==> src/rtl/txn_pkg.sv <==
package txn_pkg;
  typedef enum logic [1:0] {
    MODE_REAL = 2'd0,
    MODE_V86  = 2'd1,
    MODE_P32  = 2'd2,
    MODE_L64  = 2'd3
  } exec_mode_e;

  localparam int STAT_W        = 32;
  localparam int STAT_EXPLICIT = 0;
  localparam int STAT_NESTMAX  = 1;
  localparam int STAT_SUSPEND  = 2;
endpackage

==> src/rtl/txn_target_calc.sv <==
module txn_target_calc
  import txn_pkg::*;
#(
  parameter int IP_W    = 64,
  parameter int OFF_W   = 32,
  parameter int VA_BITS = 48
) (
  input  logic [IP_W-1:0]  ip_cur,
  input  logic [OFF_W-1:0] rel_off,
  input  logic             opsz16,
  input  logic [1:0]       exec_mode,
  input  logic [31:0]      cs_limit,
  output logic [IP_W-1:0]  fb_addr,
  output logic             gp_bad
);
  localparam int HI_W = IP_W - VA_BITS + 1;

  logic [IP_W-1:0] off_wide;
  logic [IP_W-1:0] sum_wide;
  logic [31:0]     off_narrow;
  logic [31:0]     sum_narrow;
  logic [HI_W-1:0] hi_bits;
  logic            canon_ok;

  always_comb begin
    if (opsz16) begin
      off_wide   = {{(IP_W-16){rel_off[15]}}, rel_off[15:0]};
      off_narrow = {{16{rel_off[15]}}, rel_off[15:0]};
    end else begin
      off_wide   = {{(IP_W-OFF_W){rel_off[OFF_W-1]}}, rel_off};
      off_narrow = rel_off[31:0];
    end
    sum_wide   = ip_cur + off_wide;
    sum_narrow = ip_cur[31:0] + off_narrow;
    hi_bits    = sum_wide[IP_W-1:VA_BITS-1];
    canon_ok   = (&hi_bits) | ~(|hi_bits);
  end

  always_comb begin
    case (exec_mode_e'(exec_mode))
      MODE_L64: begin
        fb_addr = sum_wide;
        gp_bad  = ~canon_ok;
      end
      MODE_P32: begin
        fb_addr = {{(IP_W-32){1'b0}}, sum_narrow};
        gp_bad  = (sum_narrow > cs_limit);
      end
      default: begin
        fb_addr = {{(IP_W-32){1'b0}}, sum_narrow};
        gp_bad  = |sum_narrow[31:16];
      end
    endcase
  end
endmodule

==> src/rtl/txn_fault_dec.sv <==
module txn_fault_dec #(
  parameter int FEAT_W   = 32,
  parameter int FEAT_BIT = 11
) (
  input  logic [FEAT_W-1:0] feat_word,
  input  logic              lock_pfx,
  output logic              ud_bad
);
  logic feat_unused;
  assign feat_unused = ^feat_word;
  assign ud_bad = ~feat_word[FEAT_BIT] | lock_pfx;
endmodule

==> src/rtl/txn_nest_core.sv <==
module txn_nest_core
  import txn_pkg::*;
#(
  parameter int IP_W     = 64,
  parameter int MAX_NEST = 7,
  parameter int CW       = $clog2(MAX_NEST + 1)
) (
  input  logic              clk,
  input  logic              rst_n,
  input  logic              begin_valid,
  input  logic              end_valid,
  input  logic              abort_valid,
  input  logic              susp_enter,
  input  logic              susp_exit,
  input  logic [IP_W-1:0]   fb_addr,
  input  logic              gp_bad,
  input  logic              ud_bad,
  output logic [CW-1:0]     nest_depth,
  output logic              txn_active,
  output logic              susp_active,
  output logic              ckpt_start,
  output logic              commit_stb,
  output logic              restore_stb,
  output logic              discard_stb,
  output logic              redirect_valid,
  output logic [IP_W-1:0]   redirect_ip,
  output logic [STAT_W-1:0] acc_status,
  output logic              fault_ud,
  output logic              fault_gp
);
  localparam logic [CW-1:0] DEPTH_MAX = CW'(MAX_NEST);
  localparam logic [CW-1:0] DEPTH_ONE = CW'(1);

  logic [CW-1:0]     depth_q, depth_d;
  logic              act_q, act_d;
  logic              susp_q, susp_d;
  logic [IP_W-1:0]   fb_q, fb_d;
  logic              ckpt_d, commit_d, abort_d, ud_d, gp_d;
  logic [STAT_W-1:0] stat_q, stat_d;
  logic              stat_en;
  logic              ckpt_q, commit_q, abort_q, ud_q, gp_q;
  logic [IP_W-1:0]   rdr_q;

  always_comb begin
    depth_d  = depth_q;
    act_d    = act_q;
    susp_d   = susp_q;
    fb_d     = fb_q;
    ckpt_d   = 1'b0;
    commit_d = 1'b0;
    abort_d  = 1'b0;
    ud_d     = 1'b0;
    gp_d     = 1'b0;
    stat_d   = '0;
    if (abort_valid && act_q) begin
      abort_d               = 1'b1;
      stat_d[STAT_EXPLICIT] = 1'b1;
    end else if (begin_valid) begin
      if (ud_bad) begin
        ud_d = 1'b1;
      end else if ((depth_q < DEPTH_MAX) && !susp_q) begin
        if (depth_q == '0) begin
          if (gp_bad) begin
            gp_d = 1'b1;
          end else begin
            depth_d = DEPTH_ONE;
            act_d   = 1'b1;
            fb_d    = fb_addr;
            ckpt_d  = 1'b1;
          end
        end else begin
          depth_d = depth_q + DEPTH_ONE;
        end
      end else begin
        abort_d              = 1'b1;
        stat_d[STAT_NESTMAX] = (depth_q == DEPTH_MAX);
        stat_d[STAT_SUSPEND] = susp_q;
      end
    end else if (end_valid && (depth_q != '0)) begin
      depth_d = depth_q - DEPTH_ONE;
      if (depth_q == DEPTH_ONE) begin
        act_d    = 1'b0;
        susp_d   = 1'b0;
        commit_d = 1'b1;
      end
    end else if (susp_enter && act_q) begin
      susp_d = 1'b1;
    end else if (susp_exit) begin
      susp_d = 1'b0;
    end
    if (abort_d) begin
      depth_d = '0;
      act_d   = 1'b0;
      susp_d  = 1'b0;
    end
    stat_en = abort_d;
  end

  always_ff @(posedge clk or negedge rst_n) begin
    if (!rst_n) begin
      depth_q  <= '0;
      act_q    <= 1'b0;
      susp_q   <= 1'b0;
      fb_q     <= '0;
      ckpt_q   <= 1'b0;
      commit_q <= 1'b0;
      abort_q  <= 1'b0;
      ud_q     <= 1'b0;
      gp_q     <= 1'b0;
      stat_q   <= '0;
      rdr_q    <= '0;
    end else begin
      depth_q  <= depth_d;
      act_q    <= act_d;
      susp_q   <= susp_d;
      fb_q     <= fb_d;
      ckpt_q   <= ckpt_d;
      commit_q <= commit_d;
      abort_q  <= abort_d;
      ud_q     <= ud_d;
      gp_q     <= gp_d;
      if (stat_en) begin
        stat_q <= stat_d;
        rdr_q  <= fb_q;
      end
    end
  end

  assign nest_depth     = depth_q;
  assign txn_active     = act_q;
  assign susp_active    = susp_q;
  assign ckpt_start     = ckpt_q;
  assign commit_stb     = commit_q;
  assign restore_stb    = abort_q;
  assign discard_stb    = abort_q;
  assign redirect_valid = abort_q;
  assign redirect_ip    = rdr_q;
  assign acc_status     = stat_q;
  assign fault_ud       = ud_q;
  assign fault_gp       = gp_q;

  AST_DEPTH_BOUND: assert property (@(posedge clk) disable iff (!rst_n)
    depth_q <= DEPTH_MAX);
  AST_ACTIVE_DEPTH: assert property (@(posedge clk) disable iff (!rst_n)
    act_q == (depth_q != '0));
  AST_SUSP_NEEDS_ACT: assert property (@(posedge clk) disable iff (!rst_n)
    susp_q |-> act_q);
  AST_FAULT_HOLDS: assert property (@(posedge clk) disable iff (!rst_n)
    (ud_q || gp_q) |-> ($stable(depth_q) && $stable(fb_q)));
  AST_ABORT_CLEARS: assert property (@(posedge clk) disable iff (!rst_n)
    abort_q |-> (depth_q == '0 && !act_q && !susp_q));
  AST_ONE_OUTCOME: assert property (@(posedge clk) disable iff (!rst_n)
    $onehot0({ckpt_q, abort_q, ud_q, gp_q, commit_q}));
  AST_INNER_KEEP: assert property (@(posedge clk) disable iff (!rst_n)
    (act_q && !ckpt_q) |-> $stable(fb_q));
endmodule

==> src/rtl/txn_nest_ctrl.sv <==
module txn_nest_ctrl
  import txn_pkg::*;
#(
  parameter int IP_W     = 64,
  parameter int OFF_W    = 32,
  parameter int VA_BITS  = 48,
  parameter int MAX_NEST = 7,
  parameter int FEAT_W   = 32,
  parameter int FEAT_BIT = 11,
  parameter int CW       = $clog2(MAX_NEST + 1)
) (
  input  logic              clk,
  input  logic              rst_n,
  input  logic              begin_valid,
  input  logic              end_valid,
  input  logic              abort_valid,
  input  logic              susp_enter,
  input  logic              susp_exit,
  input  logic [IP_W-1:0]   ip_cur,
  input  logic [OFF_W-1:0]  rel_off,
  input  logic              opsz16,
  input  logic [1:0]        exec_mode,
  input  logic [31:0]       cs_limit,
  input  logic [FEAT_W-1:0] feat_word,
  input  logic              lock_pfx,
  output logic [CW-1:0]     nest_depth,
  output logic              txn_active,
  output logic              susp_active,
  output logic              ckpt_start,
  output logic              commit_stb,
  output logic              restore_stb,
  output logic              discard_stb,
  output logic              redirect_valid,
  output logic [IP_W-1:0]   redirect_ip,
  output logic [STAT_W-1:0] acc_status,
  output logic              fault_ud,
  output logic              fault_gp
);
  logic [IP_W-1:0] fb_addr;
  logic            gp_bad;
  logic            ud_bad;

  txn_target_calc #(.IP_W(IP_W), .OFF_W(OFF_W), .VA_BITS(VA_BITS)) u_calc (
    .ip_cur(ip_cur), .rel_off(rel_off), .opsz16(opsz16),
    .exec_mode(exec_mode), .cs_limit(cs_limit),
    .fb_addr(fb_addr), .gp_bad(gp_bad)
  );

  txn_fault_dec #(.FEAT_W(FEAT_W), .FEAT_BIT(FEAT_BIT)) u_dec (
    .feat_word(feat_word), .lock_pfx(lock_pfx), .ud_bad(ud_bad)
  );

  txn_nest_core #(.IP_W(IP_W), .MAX_NEST(MAX_NEST), .CW(CW)) u_core (
    .clk(clk), .rst_n(rst_n),
    .begin_valid(begin_valid), .end_valid(end_valid),
    .abort_valid(abort_valid), .susp_enter(susp_enter), .susp_exit(susp_exit),
    .fb_addr(fb_addr), .gp_bad(gp_bad), .ud_bad(ud_bad),
    .nest_depth(nest_depth), .txn_active(txn_active), .susp_active(susp_active),
    .ckpt_start(ckpt_start), .commit_stb(commit_stb),
    .restore_stb(restore_stb), .discard_stb(discard_stb),
    .redirect_valid(redirect_valid), .redirect_ip(redirect_ip),
    .acc_status(acc_status), .fault_ud(fault_ud), .fault_gp(fault_gp)
  );
endmodule

==> config.mk <==
export PLATFORM = sky130hd
export DESIGN_NAME = txn_nest_ctrl
export DESIGN_NICKNAME = d
export VERILOG_FILES = /design/src/rtl/txn_pkg.sv /design/src/rtl/txn_target_calc.sv /design/src/rtl/txn_fault_dec.sv /design/src/rtl/txn_nest_core.sv /design/src/rtl/txn_nest_ctrl.sv
export SDC_FILE = /design/constraint.sdc
export NUM_CORES = 1
export LEC_CHECK = 0
export ABC_CLOCK_PERIOD_IN_PS = 3200
export BUFFER_PORTS_ARGS = -buffer_cell sky130_fd_sc_hd__buf_2
export CORE_MARGIN = 5
export CORE_UTILIZATION = 50
export DETAILED_ROUTE_END_ITERATION = 8
export GPL_ROUTABILITY_DRIVEN = 0
export GPL_TIMING_DRIVEN = 1
export HOLD_SLACK_MARGIN = 0.12
export PLACE_DENSITY = 0.76
export SYNTH_ARGS = -nofsm -noshare
export SYNTH_HDL_FRONTEND = slang
export SYNTH_SLANG_ARGS = --single-unit
==> constraint.sdc <==
create_clock -name clk -period 3.2 [get_ports clk]
set_input_delay 0.48 -clock clk [delete_from_list [all_inputs] [get_ports clk]]
set_output_delay 0.48 -clock clk [all_outputs]
set_load 0.005 [all_outputs]
==> reports/results.env <==
DIE_AREA_UM2=25200
FINALPOWER_mW=9.47
SETUP_REPAIR_AFTER_GLOBAL_ROUTING_MISSED_ITS_MARGIN='true'
RELSLEWSLACK_PCT=7.59
LARGEST_FAMILY_OF_LOGIC_CELLS_BY_SYNTHESIZED_AREA='compound AO/OA/AOI/OAI gates'
MAXIMUM_NUMBER_OF_PINS_ON_ONE_NET_BEFORE_GLOBAL_ROUTE_REPAIR=70
BOUNDARYPINS=279
GRT_OVERFLOW_TOTAL=0
CLK_TRANSITION_REPORTED_PATHS_NS=0.06
MULTIPLEXER_AREA_FRACTION_AFTER_SYNTHESIS_PCT=10.0
POWER.SHARE.SWITCHING_PCT=38.9
WHS_PATH_DEPTH=2
FINALCLOCKSKEW_NS=0.0127
POST_SYNTH.CELL_AREA_AVG_UM2=8.87
MINIMUM_PERIOD_IMPLIED_BY_THE_FINAL_WORST_SETUP_SLACK_NS=5.34
SYNTH.DISTINCT_CELLS=69
SETUP.WORST_PATH.END_CLASS='register'
SYNTH-SIMPLE-AREA-SHARE_PCT=15.3
TIMING.CRITICAL_PATH.ARRIVAL_NS=5.65
DRIVE_GT1_SHARE_PCT=47.7
DRT_FIRST_PASS_ITERS=8
FINAL.SETUP.TNS_NS=-142.15
CLOCK_SINKS=141
DIEHEIGHT_UM=159
WORST_SLACK_NS=-2.14
WORSTHOLDENDPOINT='u_core.acc_status[1]'
PRE_CTS_WS_NS=-2.20
FP-ROW-COUNT=54
POSTSYNTHCELLCOUNT=1249
SHARE_COMB_OF_TOTAL_POWER_PCT=49.2
SYNTHESIS.AREA_UM2=11100
DPL.CELL_COUNT=2025
POST-ROUTE-DRC-COUNT=0
LIST_OF_MOST_FREQUENT_POST_SYNTHESIS_CELLS='141 x sky130_fd_sc_hd__dfrtp_1, 101 x sky130_fd_sc_hd__a21oi_1, 100 x sky130_fd_sc_hd__ha_1, 100 x sky130_fd_sc_hd__nand2_1, 76 x sky130_fd_sc_hd__nor2_1'
WORSTMARGINPINSLEW_NS=1.38
MAXSLEWVIOLCOUNT=0
VIA_PER_INST=6.19
SYNTHTOPCELLSBYAREA='sky130_fd_sc_hd__dfrtp_1 32%, sky130_fd_sc_hd__ha_1 11%, sky130_fd_sc_hd__mux2_2 7.0%, sky130_fd_sc_hd__a21oi_1 4.6%, sky130_fd_sc_hd__nand2_1 3.4%'
POST-SYNTH-TOP-COUNT-CELL='sky130_fd_sc_hd__dfrtp_1'
CTS-ROOT-TO-SINK-BUFFERS=2
H-TREE-DEPTH=4
DRV.MAX_CAP_VIOLATION_COUNT=0
CP-START-KIND='input port'
BUFFERS_ADDED_ON_PORTS=218
SYNTH-MAIN-FF-CELL='sky130_fd_sc_hd__dfrtp_1'
SYNTH_ADDER_AREA_SHARE_PCT=11.5
GRT_PASS1_VIAS=12300
YOSYSTOPAREACELL='sky130_fd_sc_hd__dfrtp_1'
FF2FF_SETUP_SLACK_NS=0.59
GRT_USAGE_PCT=30.7
CRITPATHMAXFANOUT=16
P_INT_mW=5.79
FLOORPLAN.INITIALDENSITY_PCT=50.7
POST_DRT_WL_PER_CELL_UM=22.2
STDCELL_COUNT=2083
NUMBER_OF_FAILING_HOLD_ENDPOINTS_AT_THE_FINAL_STAGE=0
HOLD_PATH.STARTPOINT='abort_valid'
POST-SYNTH-TOP-AREA-FRACTION_PCT=31.9
AREA_DELTA_SYNTH_FINAL_PCT=50.0
STATIC-LEAKAGE-POWER_nW=8.43
IR_DROP_uV=438
YOSYSSEQAREASHARE_PCT=31.9
CTS_BUFFERS=17
P_SW_mW=3.68
SYNTH_ENABLE_FLOP_CELLS=0
WORST_SKEW_PAIR.LATE_LATENCY_NS=0.44
POST_SYNTHESIS_XOR_XNOR_AREA_FRACTION_PCT=4.98
CP_DATA_REQUIRED_TIME_NS=3.52
P_CLK_SHARE_PCT=20.6
RUN_STATUS='finished with violations'
VIAS=12900
NUMBER_OF_ANTENNA_VIOLATIONS_AT_THE_FIRST_CHECK_IN_GLOBAL_ROUTING=1
MAXIMUM_CLOCK_FREQUENCY_MHz=187
SYNTH_COMPOUND_GATE_AREA_SHARE_PCT=19.6
TRITONCTS='built'
TIMING.SETUP.CRITICAL_PATH_CLASS='input port to register'
SETUP_VIOLATIONS=69
HOLD_CLASS='input port to register'
SYNTH_SEQ_CELLS=141
HOLD-WORST-SLACK_NS=0.260
CTSROOTBUFFERMASTER='sky130_fd_sc_hd__clkbuf_16'
DIE_W_UM=159
INITIALDRTVIOLATIONCOUNT=1705
VIOLATIONS='negative setup slack'
POSTROUTEANTENNANETS=0
REG2REGPATHDEPTH=9
GRT_FIRST_PASS_WIRELENGTH_UM=63800
NNETSFINAL=2061
DETAILEDPLACEMENTHPWL_UM=29600
WORSTREG2REGSTART='u_core.nest_depth[0]'
SEQ_POWER_SHARE_PCT=30.2
POWERDENSITY_nW_PER_UM2=570
YS_WARN_COUNT=0
CORE_AREA_UM2=21800
ASYNC_RESET_FF_SHARE_PCT=100
WORST_R2R_ENDPOINT='u_core.fb_q[20]'
FINALWIRELENGTH_UM=46200
MIN_PERIOD_OVER_PERIOD_PCT=167
[layout make-up]
| type | instances | area (um^2) |
|---|---|---|
| clock buffer | 20 | 447 |
| tap | 280 | 350 |
| timing repair buffer | 583 | 4010 |
| multi-input combinational | 980 | 7910 |
| fill | 1362 | 5220 |
| antenna | 1 | 2.50 |
| sequential | 141 | 3530 |
| clock inverter | 12 | 110 |
| inverter | 66 | 260 |
[cells by family after synthesis]
family          count (synthesis)
simple gates                  345
compound gates                342
buf+inv                       157
flops                         141
fa+ha+maj                     101
mux                            99
xor+xnor                       63
other cells                     1
[worst max path at each step]
| stage | slack (ns) | cells after the start | start | endpoint |
|---|---|---|---|---|
| floorplan | -1.50 | 22 | ip_cur[0] | u_core.fb_q[17] |
| global placement | -2.12 | 24 | opsz16 | u_core.fb_q[32] |
| detailed placement | -2.20 | 24 | opsz16 | u_core.fb_q[59] |
| CTS | -1.50 | 24 | rel_off[0] | u_core.fb_q[0] |
| global route | -2.23 | 25 | rel_off[0] | u_core.fb_q[20] |
| finish | -2.14 | 25 | rel_off[0] | u_core.fb_q[20] |
[what timing repair did]
item | CTS | global route
cloned | 3 | 2
resized for setup | 73 | 90
pin swaps | 12 | 46
hold endpoints to repair | 67 | 0
hold buffers | 1 | 0
buffers inserted | 10 | 10
endpoints found under the setup margin | 69 | 69
[metrics by stage]
step	utilization (%)	instance area [um^2]
floorplan	-	11500
global placement	68.8	15000
detailed placement	68.8	15000
CTS	73.6	16100
global route	76.1	16600
finish	76.1	16600
[layout by cell type (no fill, tap or decap), types with 7 or more instances in the layout]
| master | n |
|---|---|
| sky130_fd_sc_hd__buf_4 | 351 |
| sky130_fd_sc_hd__buf_2 | 214 |
| sky130_fd_sc_hd__dfrtp_1 | 141 |
| sky130_fd_sc_hd__nand2_1 | 94 |
| sky130_fd_sc_hd__ha_1 | 93 |
| sky130_fd_sc_hd__a21oi_1 | 79 |
| sky130_fd_sc_hd__nor2_1 | 73 |
| sky130_fd_sc_hd__mux2_2 | 65 |
| sky130_fd_sc_hd__inv_1 | 64 |
| sky130_fd_sc_hd__o21ai_0 | 54 |
| sky130_fd_sc_hd__nand4_1 | 48 |
| sky130_fd_sc_hd__a21o_1 | 36 |
| sky130_fd_sc_hd__xnor2_1 | 30 |
| sky130_fd_sc_hd__conb_1 | 29 |
| sky130_fd_sc_hd__mux2_4 | 26 |
| sky130_fd_sc_hd__xor2_1 | 25 |
| sky130_fd_sc_hd__a21oi_2 | 23 |
| sky130_fd_sc_hd__nand2b_4 | 23 |
| sky130_fd_sc_hd__o21a_1 | 18 |
| sky130_fd_sc_hd__clkbuf_16 | 18 |
| sky130_fd_sc_hd__o21ai_1 | 17 |
| sky130_fd_sc_hd__nor3_1 | 17 |
| sky130_fd_sc_hd__nand3_1 | 17 |
| sky130_fd_sc_hd__o31ai_2 | 17 |
| sky130_fd_sc_hd__o21ai_2 | 12 |
| sky130_fd_sc_hd__a31oi_1 | 9 |
| sky130_fd_sc_hd__nor4_1 | 9 |
| sky130_fd_sc_hd__o21bai_1 | 7 |
[registers in the layout, summed over array words and instances, names as in the netlist, 3 cells and up]
signal and cells:
u_core.nest_depth 3, u_core.fb_q 64, u_core.acc_status 3, u_core.redirect_ip 64
[routing by layer]
layer	wire, um	GRT usage, %	share of wire, %	vias to the layer above
met5	0	0	0	-
met2	20400	50.0	44	1001
met1	18000	40.1	39	6036
met4	3070	13.2	6.6	0
li1	-	-	-	5558
met3	4730	5.37	10	306
[power groups by stage]
stage,Clock [mW],Combinational [mW],Sequential [mW]
floorplan,0,2.18,2.70
global placement,0,3.80,2.76
detailed placement,0,3.95,2.79
CTS,1.90,4.12,2.79
global route,2.02,4.91,2.91
finish,1.96,4.66,2.86
[worst max-delay path: stages]
cell	delay (ns)
sky130_fd_sc_hd__buf_8	0.08
sky130_fd_sc_hd__ha_4	0.14
sky130_fd_sc_hd__inv_2	0.04
sky130_fd_sc_hd__fa_2	0.34
sky130_fd_sc_hd__and2b_2	0.26
sky130_fd_sc_hd__o2111ai_4	0.18
sky130_fd_sc_hd__a2111oi_4	0.50
sky130_fd_sc_hd__o21ai_2	0.18
sky130_fd_sc_hd__a21oi_2	0.22
sky130_fd_sc_hd__o21ai_2	0.11
sky130_fd_sc_hd__and2_4	0.17
sky130_fd_sc_hd__ha_4	0.27
sky130_fd_sc_hd__nand4_1	0.27
sky130_fd_sc_hd__nor4_4	0.38
sky130_fd_sc_hd__and2_4	0.22
sky130_fd_sc_hd__nand2_4	0.07
sky130_fd_sc_hd__nor3_4	0.18
sky130_fd_sc_hd__o21a_1	0.16
sky130_fd_sc_hd__a41oi_2	0.05
sky130_fd_sc_hd__o41ai_2	0.10
sky130_fd_sc_hd__inv_1	0.15
sky130_fd_sc_hd__a311oi_4	0.34
sky130_fd_sc_hd__buf_4	0.20
sky130_fd_sc_hd__buf_16	0.19
sky130_fd_sc_hd__mux2_4	0.34
Note: power is estimated with default switching activity, not from simulation.
